==> config.mk <==
export PLATFORM = sky130hd
export DESIGN_NAME = trap_unit
export DESIGN_NICKNAME = d
export VERILOG_FILES = /design/src/rtl/trap_pkg.sv /design/src/rtl/irq_pick.sv /design/src/rtl/trap_route.sv /design/src/rtl/trap_unit.sv
export SDC_FILE = /design/constraint.sdc
export NUM_CORES = 1
export LEC_CHECK = 0
export ABC_AREA = 1
export CORE_MARGIN = 3
export CORE_UTILIZATION = 30
export DETAILED_ROUTE_END_ITERATION = 10
export DONT_BUFFER_PORTS = 1
export PLACE_DENSITY = 0.43
export SYNTH_ARGS = -nofsm -noshare
export SYNTH_HDL_FRONTEND = slang
export SYNTH_SLANG_ARGS = --single-unit
==> constraint.sdc <==
create_clock -name clk_i -period 5.3 [get_ports clk_i]
set_clock_uncertainty 0.1 [all_clocks]
set_input_delay 0.265 -clock clk_i [delete_from_list [all_inputs] [get_ports clk_i]]
set_output_delay 0.265 -clock clk_i [all_outputs]
set_load 0.02 [all_outputs]
==> src/rtl/trap_pkg.sv <==
package trap_pkg;

    typedef enum logic [0:0] {
        ST_RUN   = 1'b0,
        ST_DEBUG = 1'b1
    } tu_state_e;

    localparam logic [1:0] PRIV_U = 2'd0;
    localparam logic [1:0] PRIV_S = 2'd1;
    localparam logic [1:0] PRIV_M = 2'd3;

    localparam int DBG_CAUSE_SWBP = 1;

endpackage

==> src/rtl/irq_pick.sv <==
module irq_pick
    import trap_pkg::*;
#(
    parameter int NIRQ = 16,
    parameter int IW   = $clog2(NIRQ)
) (
    input  logic [NIRQ-1:0] pend_i,
    input  logic [NIRQ-1:0] en_i,
    input  logic [NIRQ-1:0] deleg_i,
    input  logic [1:0]      priv_i,
    input  logic            mie_i,
    input  logic            sie_i,
    output logic            hit_o,
    output logic [IW-1:0]   idx_o
);

    logic            m_on, s_on;
    logic [NIRQ-1:0] m_set, s_set, cand;

    always_comb begin
        m_on  = (priv_i != PRIV_M) || mie_i;
        s_on  = (priv_i == PRIV_U) || ((priv_i == PRIV_S) && sie_i);
        m_set = pend_i & en_i & ~deleg_i & {NIRQ{m_on}};
        s_set = pend_i & en_i & deleg_i & {NIRQ{s_on}};
        // machine group first, supervisor group only as fallback
        cand  = (|m_set) ? m_set : s_set;
        hit_o = |cand;
        idx_o = '0;
        for (int i = NIRQ - 1; i >= 0; i--) begin
            if (cand[i]) idx_o = IW'(i);
        end
    end

endmodule

==> src/rtl/trap_route.sv <==
module trap_route
    import trap_pkg::*;
#(
    parameter int XLEN   = 32,
    parameter int NCAUSE = 16,
    parameter int CW     = $clog2(NCAUSE)
) (
    input  logic              is_irq_i,
    input  logic [CW-1:0]     code_i,
    input  logic [1:0]        priv_i,
    input  logic [NCAUSE-1:0] exc_deleg_i,
    input  logic [NCAUSE-1:0] irq_deleg_i,
    input  logic [XLEN-1:0]   stvec_i,
    input  logic [XLEN-1:0]   mtvec_i,
    output logic              to_s_o,
    output logic [XLEN-1:0]   pc_o
);

    logic            deleg_bit;
    logic [XLEN-1:0] m_base, m_off;

    always_comb begin
        deleg_bit = is_irq_i ? irq_deleg_i[code_i] : exc_deleg_i[code_i];
        to_s_o    = ((priv_i == PRIV_U) || (priv_i == PRIV_S)) && deleg_bit;
        m_base    = {mtvec_i[XLEN-1:1], 1'b0};
        m_off     = (mtvec_i[0] && is_irq_i) ? (XLEN'(code_i) << 2) : '0;
        pc_o      = to_s_o ? stvec_i : (m_base + m_off);
    end

endmodule

==> src/rtl/trap_unit.sv <==
module trap_unit
    import trap_pkg::*;
#(
    parameter int              XLEN      = 32,
    parameter int              NCAUSE    = 16,
    parameter int              BKPT_CODE = 3,
    parameter logic [XLEN-1:0] DBG_ENTRY = 'h800,
    parameter logic [XLEN-1:0] DBG_EXC   = 'h808,
    localparam int             CW        = $clog2(NCAUSE)
) (
    input  logic              clk_i,
    input  logic              rst_ni,
    input  logic [NCAUSE-1:0] irq_pend_i,
    input  logic [NCAUSE-1:0] irq_en_i,
    input  logic [NCAUSE-1:0] irq_deleg_i,
    input  logic [NCAUSE-1:0] exc_deleg_i,
    input  logic [1:0]        cur_priv_i,
    input  logic              mie_i,
    input  logic              sie_i,
    input  logic [XLEN-1:0]   stvec_i,
    input  logic [XLEN-1:0]   mtvec_i,
    input  logic [3:0]        ebrk_en_i,
    input  logic              exc_valid_i,
    input  logic [CW-1:0]     exc_code_i,
    input  logic [XLEN-1:0]   cur_pc_i,
    input  logic              exc_has_tval_i,
    input  logic [XLEN-1:0]   exc_tval_i,
    input  logic              dbg_resume_i,
    output logic              trap_valid_o,
    output logic [XLEN-1:0]   new_pc_o,
    output logic [1:0]        new_priv_o,
    output logic              m_wr_o,
    output logic              s_wr_o,
    output logic              dbg_wr_o,
    output logic [XLEN-1:0]   cause_o,
    output logic [XLEN-1:0]   epc_o,
    output logic              tval_wr_o,
    output logic [XLEN-1:0]   tval_o,
    output logic              pie_o,
    output logic [1:0]        pp_o,
    output logic              dbg_mode_o
);

    tu_state_e       state_q, state_d;
    logic            irq_hit;
    logic [CW-1:0]   irq_idx;
    logic            run_mode, take_irq, take_exc, go_dbg, is_bkpt;
    logic [CW-1:0]   route_code;
    logic            route_to_s;
    logic [XLEN-1:0] route_pc, cause_v;

    irq_pick #(.NIRQ(NCAUSE), .IW(CW)) u_pick (
        .pend_i  (irq_pend_i),
        .en_i    (irq_en_i),
        .deleg_i (irq_deleg_i),
        .priv_i  (cur_priv_i),
        .mie_i   (mie_i),
        .sie_i   (sie_i),
        .hit_o   (irq_hit),
        .idx_o   (irq_idx)
    );

    always_comb begin
        run_mode   = (state_q == ST_RUN);
        is_bkpt    = (exc_code_i == CW'(BKPT_CODE));
        take_irq   = run_mode && irq_hit;
        go_dbg     = run_mode && !irq_hit && exc_valid_i && is_bkpt
                     && ebrk_en_i[cur_priv_i];
        take_exc   = run_mode && !irq_hit && exc_valid_i && !go_dbg;
        route_code = take_irq ? irq_idx : exc_code_i;
        cause_v    = XLEN'(route_code);
        cause_v[XLEN-1] = take_irq;
    end

    trap_route #(.XLEN(XLEN), .NCAUSE(NCAUSE), .CW(CW)) u_route (
        .is_irq_i    (take_irq),
        .code_i      (route_code),
        .priv_i      (cur_priv_i),
        .exc_deleg_i (exc_deleg_i),
        .irq_deleg_i (irq_deleg_i),
        .stvec_i     (stvec_i),
        .mtvec_i     (mtvec_i),
        .to_s_o      (route_to_s),
        .pc_o        (route_pc)
    );

    // next-state logic
    always_comb begin
        state_d = state_q;
        unique case (state_q)
            ST_RUN:   if (go_dbg) state_d = ST_DEBUG;
            ST_DEBUG: if (dbg_resume_i && !exc_valid_i) state_d = ST_RUN;
        endcase
    end

    // state register
    always_ff @(posedge clk_i or negedge rst_ni) begin
        if (!rst_ni) state_q <= ST_RUN;
        else         state_q <= state_d;
    end

    assign dbg_mode_o = (state_q == ST_DEBUG);

    // registered outputs
    always_ff @(posedge clk_i or negedge rst_ni) begin
        if (!rst_ni) begin
            trap_valid_o <= 1'b0;
            new_pc_o     <= '0;
            new_priv_o   <= '0;
            m_wr_o       <= 1'b0;
            s_wr_o       <= 1'b0;
            dbg_wr_o     <= 1'b0;
            cause_o      <= '0;
            epc_o        <= '0;
            tval_wr_o    <= 1'b0;
            tval_o       <= '0;
            pie_o        <= 1'b0;
            pp_o         <= '0;
        end else begin
            trap_valid_o <= 1'b0;
            m_wr_o       <= 1'b0;
            s_wr_o       <= 1'b0;
            dbg_wr_o     <= 1'b0;
            tval_wr_o    <= 1'b0;
            unique case (state_q)
                ST_RUN: begin
                    if (take_irq || take_exc) begin
                        trap_valid_o <= 1'b1;
                        new_pc_o     <= route_pc;
                        epc_o        <= cur_pc_i;
                        cause_o      <= cause_v;
                        if (route_to_s) begin
                            s_wr_o     <= 1'b1;
                            new_priv_o <= PRIV_S;
                            pie_o      <= sie_i;
                            pp_o       <= {1'b0, cur_priv_i[0]};
                        end else begin
                            m_wr_o     <= 1'b1;
                            new_priv_o <= PRIV_M;
                            pie_o      <= mie_i;
                            pp_o       <= cur_priv_i;
                        end
                        if (take_exc && exc_has_tval_i) begin
                            tval_wr_o <= 1'b1;
                            tval_o    <= exc_tval_i;
                        end
                    end else if (go_dbg) begin
                        trap_valid_o <= 1'b1;
                        dbg_wr_o     <= 1'b1;
                        new_pc_o     <= DBG_ENTRY;
                        new_priv_o   <= PRIV_M;
                        epc_o        <= cur_pc_i;
                        pp_o         <= cur_priv_i;
                        cause_o      <= XLEN'(DBG_CAUSE_SWBP);
                    end
                end
                ST_DEBUG: begin
                    if (exc_valid_i) begin
                        trap_valid_o <= 1'b1;
                        new_priv_o   <= PRIV_M;
                        new_pc_o     <= is_bkpt ? DBG_ENTRY : DBG_EXC;
                    end
                end
            endcase
        end
    end

endmodule

Word-level counts from Yosys, hierarchy flattened
Index checks and enable logic that the tools add are counted.
- word-level logic and storage cells: 116
- bits in writable memories: 0
- ROM bits: 0
- latch bits: 0
- output and inout bits: 139
- bits in registers: 139
- memories kept: 0
- input bits: 209
- bitwise operators: 7
- muxes and demuxes: 62
- magnitude comparators: 2
- add/subtract/negate cells: 1
- multipliers: 0
- shifts and indexed selects: 0
- divide/modulo/power cells: 0
- reduce and logical (&&, ||, !) cells: 26
- equality and inequality tests: 5
- operators with widths (cell ; count):
    $mux W32 ; 8
    $and A16 B16 Y16 ; 5
    $mux W4 ; 18
    $pmux W32 S2 ; 1
    $add A32 B32 Y32 ; 1
    $reduce_or A16 Y1 ; 2
    $mux W1 ; 20
    $mux W16 ; 1
    $not A16 Y16 ; 1
    $mux W2 ; 7
    $logic_and A1 B1 Y1 ; 11
    $bmux W1 S4 ; 2
    $mux W6 ; 1
    $reduce_and A2 Y1 ; 3
    $lt A4 B5 Y1 const B ; 1
    $eq A4 B2 Y1 const B ; 1
    $logic_or A1 B1 Y1 ; 4
    $ne A2 B2 Y1 const B ; 2
    $pmux W1 S2 ; 2
    $pmux W2 S2 ; 1
    $logic_not A1 Y1 ; 3
    $lt A2 B3 Y1 const B ; 1
    $ne A3 B1 Y1 const B ; 1
    $reduce_and A3 Y1 ; 1
    other kinds (5) ; 5

Depth between registers and ports, before layout
- depth after elaboration: 29
- gate-level depth with buffers: 50
- depth with buffers taken out: 47

Cells and area by module
From an unflattened synthesis, not the netlist that was laid out.
- cell total of the unflattened synthesis: 1041
- area total of the unflattened synthesis: 7069.3 um^2
- by module, submodules not included (module ; sequential area each (um^2) ; area an instance (um^2) ; times used ; cells an instance):
    trap_unit ; 2802.7 ; 4588.2 ; 1 ; 528
    trap_route ; 0.0 ; 1730.4 ; 1 ; 348
    irq_pick ; 0.0 ; 750.7 ; 1 ; 165

Least setup slack after synthesis
No wires, ideal clock.
- kind: in2reg
- from: in cur_priv_i[0]
- to: reg new_pc_o[31]
- stages: 44
- data required time: 5.134 ns
- path slack: 0.138 ns
- data arrival time: 4.996 ns
- buffers on the path: 4
- setup time: 0.066 ns
- cell sequence: buf_4 > nand3_4 > buf_6 > nand2_1 > nand2_1 > inv_2 > nand2_1 > nor2_1 > nand2_2 > buf_4 > o21a_1 > nand2_1 > inv_1 > nand2_1 > nor3_2 > nand2_2 > inv_2 > nor2_8 > (+8 left out) > a21oi_1 > nor2_1 > nand3_1 > nor3b_1 > nand2_1 > nor2_1 > nand2_1 > nor3_1 > nand4_1 > nor2_1 > nand3_1 > inv_1 > nand3_1 > nand3b_1 > or2_2 > nand3_1 > nand3_1 > nand2_1
- longest elaborated chain between the ends: 29
- elaborated cells between the ends (all ways): 54
- those cells by class: add/sub: 1; eq/ne: 3; mux: 29; bitwise: 2; reduce/logical: 19
- ends and longest elaborated chain (element ; RTL line ; RTL):
    start: declaration ; trap_unit.sv:17 ; input logic [1:0] cur_priv_i,
    branches (longest 29 deep; another with $and A16 B16 Y16) ; -- ;
    end signal: assignment ; trap_unit.sv:129 ; new_pc_o <= route_pc;
    end signal: assignment ; trap_unit.sv:161 ; new_pc_o <= is_bkpt ? DBG_ENTRY : DBG_EXC;
    end: declaration ; trap_unit.sv:30 ; output logic [XLEN-1:0] new_pc_o,
Several ways; the timed one is not identified. The select of a mux whose other input is x is not followed.
A chain may end at the register's enable or synchronous reset.

Worst setup path after layout
- from: in mie_i
- to: reg new_pc_o[31]
- longest elaborated chain between the ends: 28
- elaborated cells between the ends (all ways): 45
- those cells by class: add/sub: 1; eq/ne: 1; mux: 27; bitwise: 1; reduce/logical: 15
- ends and longest elaborated chain (element ; RTL line ; RTL):
    start: declaration ; trap_unit.sv:18 ; input logic mie_i,
    $logic_or A1 B1 Y1 * ; irq_pick.sv:21 ; m_on = (priv_i != PRIV_M) || mie_i;
    $and A16 B16 Y16 * ; irq_pick.sv:23 ; m_set = pend_i & en_i & ~deleg_i & {NIRQ{m_on}};
    $reduce_or A16 Y1 ; irq_pick.sv:26 ; cand = (|m_set) ? m_set : s_set;
    $mux W16 * ; irq_pick.sv:26 ;
    branches (longest 24 deep; another with $mux W4) ; -- ;
Mark *: on every way between the ends. The select of a mux whose other input is x is not followed.

==> flow_summary.json <==
{
  "cts_max_path_buffers": 2,
  "start_util_pct": 31.16,
  "drive_above_1_share_pct": 9.548,
  "crit_path_frequent_cell": "nand2_1",
  "via_per_inst": 4.807,
  "drt-total-wl_mm": 22.54,
  "final_common_cell": "nand2_1",
  "io_buffers": 0,
  "cpPeakStageDelay_ps": 270,
  "synth.distinct_cells": 42,
  "final-setup-viol-count": 0,
  "rsz0062_at_grt": "false",
  "fmax_mhz": 212.1,
  "nets": 1204,
  "cts.sinks": 112,
  "rr_worst_depth": 26,
  "place.gp.congestion": 0.9024,
  "arrival_ps": 4910,
  "wire_per_inst_um": 17.79,
  "antenna_found_initial": 2,
  "vias": 6090,
  "clkSlewWorstSetupHoldPaths_ps": 80,
  "clockRootBuffer": "clkbuf_16",
  "leakage_nw": 4.042,
  "drcViolationCount": 0,
  "synthToLayoutAreaGrowth_pct": 27.00,
  "reg2reg_to": "new_pc_o[31]",
  "dp_cells": 1143,
  "die_area_um2": 23280,
  "numCtsBuffers": 9,
  "tritoncts": "yes",
  "cap_violations": 0,
  "syn_area_um2": 6446,
  "clkLatencyLatePin_ps": 350,
  "critical_path_class": "input pin to register",
  "critPathLaunchType": "input pin",
  "synthTopCellsByArea": "dfrtp_1 43%, nand2_1 23%, nand3_1 6.2%, buf_4 3.8%, nor2_1 2.9%",
  "post-place-ws_ps": -172.7,
  "synthArstFlopShare_pct": 100.0,
  "relSlewSlack_pct": 33.46,
  "syn_inst": 878,
  "hold_viol_final": 0,
  "hold_path.class": "input pin to register",
  "power.density_nw_per_um2": 397.3,
  "crit_path_end_kind": "register",
  "ys_seq_elements": 112,
  "die_x_um": 152.6,
  "layout_setup_ws_ps": 585.5,
  "min_path_cells": 3,
  "holdCritStartpoint": "mtvec_i[29]",
  "grt_pass1_wl_mm": 34.27,
  "layout_common_cells": "394 x nand2_1, 112 x dfrtp_1, 103 x dlygate4sd3_1",
  "synth_edf_count": 0,
  "htreeDepth": 3,
  "outcome": "complete, no violations",
  "ios": 348,
  "tightest_slew_ps": 996.9,
  "rrSetupSlack_ps": 1510,
  "synth-seq-area-share_pct": 43.48,
  "core-area_um2": 20690,
  "num-fill-cells": 2152,
  "avgSynthCellArea_um2": 7.342,
  "grt-ovfl-total": 0,
  "dp_hpwl_mm": 16.74,
  "r2r-start": "dbg_mode_o",
  "register_area_um2": 2803,
  "synthFlopType": "dfrtp_1",
  "final.period_utilization_pct": 88.95,
  "multi_input_area_um2": 3247,
  "stdcell_count": 1267,
  "die_y_um": 152.6,
  "cp_slowest_cell": "or2_2",
  "ant_nets": 0,
  "grt_usage_pct": 18.26,
  "vdd_drop_max_uv": 209.8,
  "hold_end": "new_pc_o[29]",
  "grt_pass1_vias": 6030,
  "yosysTopAreaCellShare_pct": 43.48,
  "maxSlewViolCount": 0,
  "worstPathRequired_ps": 5500,
  "grt_max_degree": 113,
  "std_cell_rows": 52,
  "synth_warnings": 0,
  "synth_top_cell_by_area": "dfrtp_1",
  "fin_crit_ps": 4715,
  "first_pass_iters": 5,
  "drtIter0Drc": 357,
  "critPathMaxFanout": 14
}
layer usage:
layer  part of all wire, %  up-vias  GRT usage (%)
met2                    48      262          30.26
met4                   2.0        2          4.964
met1                    40     2830          22.28
met3                   9.6       25          7.043
li1                      -     2971              -
met5                 0.058        -              0
worst max-delay path: cells and delay by family:
kind | cells | cell delay (ps)
adders and majority gates | 1 | 180
and+or+nand+nor | 41 | 4140
buffers and inverters | 3 | 230
AOI/OAI and AO/OA | 1 | 80
synth_stat cells, drive strengths merged (2+ instances only):
cell type	count
a21oi	9
a31oi	4
buf	42
clkbuf	14
dfrtp	112
ha	4
inv	55
nand2	402
nand3	81
nand4	17
nor2	53
nor3	8
nor3b	2
o211ai	16
o21ai	23
o22ai	3
or2	4
xnor2	6
xor2	16
worst max path at each step:
| stage | startpoint | to | slack [ps] | depth (start not counted) |
|---|---|---|---|---|
| after floorplan | cur_priv_i[0] | new_pc_o[31] | 140 | 44 |
| after global placement | mie_i | new_pc_o[28] | -150 | 35 |
| after detailed placement | mie_i | new_pc_o[31] | -170 | 40 |
| after CTS | mie_i | new_pc_o[31] | 200 | 40 |
| after global routing | mie_i | new_pc_o[31] | 5 | 46 |
| final | mie_i | new_pc_o[31] | 590 | 46 |
power breakdown:
part	internal [W]	switching, W	total (W)
combinational	0.000319	0.000528	0.000847
clock	0.000384	0.000368	0.000752
sequential	0.00111	0.000545	0.00165
cells by family after synthesis:
group,share of synthesized area [%]
AO/OA/AOI/OAI,6.076
XOR/XNOR,2.989
adder cells (fa/ha/maj),1.087
buffers and inverters,9.045
flip-flops,43.48
other,0.05817
AND/OR/NAND/NOR,37.27
state kept, by name, indices dropped and copies added (netlist names):
register / cells
pp_o: 2
s_wr_o: 1
pie_o: 1
dbg_mode_o: 1
m_wr_o: 1
dbg_wr_o: 1
tval_o: 32
cause_o: 5
epc_o: 32
trap_valid_o: 1
new_pc_o: 32
new_priv_o: 2
tval_wr_o: 1
what timing repair did:
action	in CTS	in global routing
hold endpoints to repair	208	0
setup endpoints to repair	0	9
resized for setup	0	22
buffers inserted	0	1
hold buffers	104	0
stage by stage:
step                power, W  TNS, ps  utilization [%]  area, um^2  hold WS, ps
floorplan           0.002185        0                -        6544       -130.6
global placement    0.002428   -387.2            32.40        6704       -127.5
detailed placement  0.002428   -413.9            32.40        6704       -127.2
CTS                 0.003296        0            39.07        8084        2.162
global route        0.003470        0            39.56        8184        34.86
finish              0.003252        0            39.57        8187        18.44
layout make-up:
type                    count  area share, %
clock buffers               9          2.751
diodes                      2        0.06113
repair buffers            130          15.31
flip-flops and latches    112          34.24
clock inverters             7          1.177
well taps                 270          4.127
multi-input cells         681          39.66
inverters                  56          2.675
(Power assumes the default switching activity.)
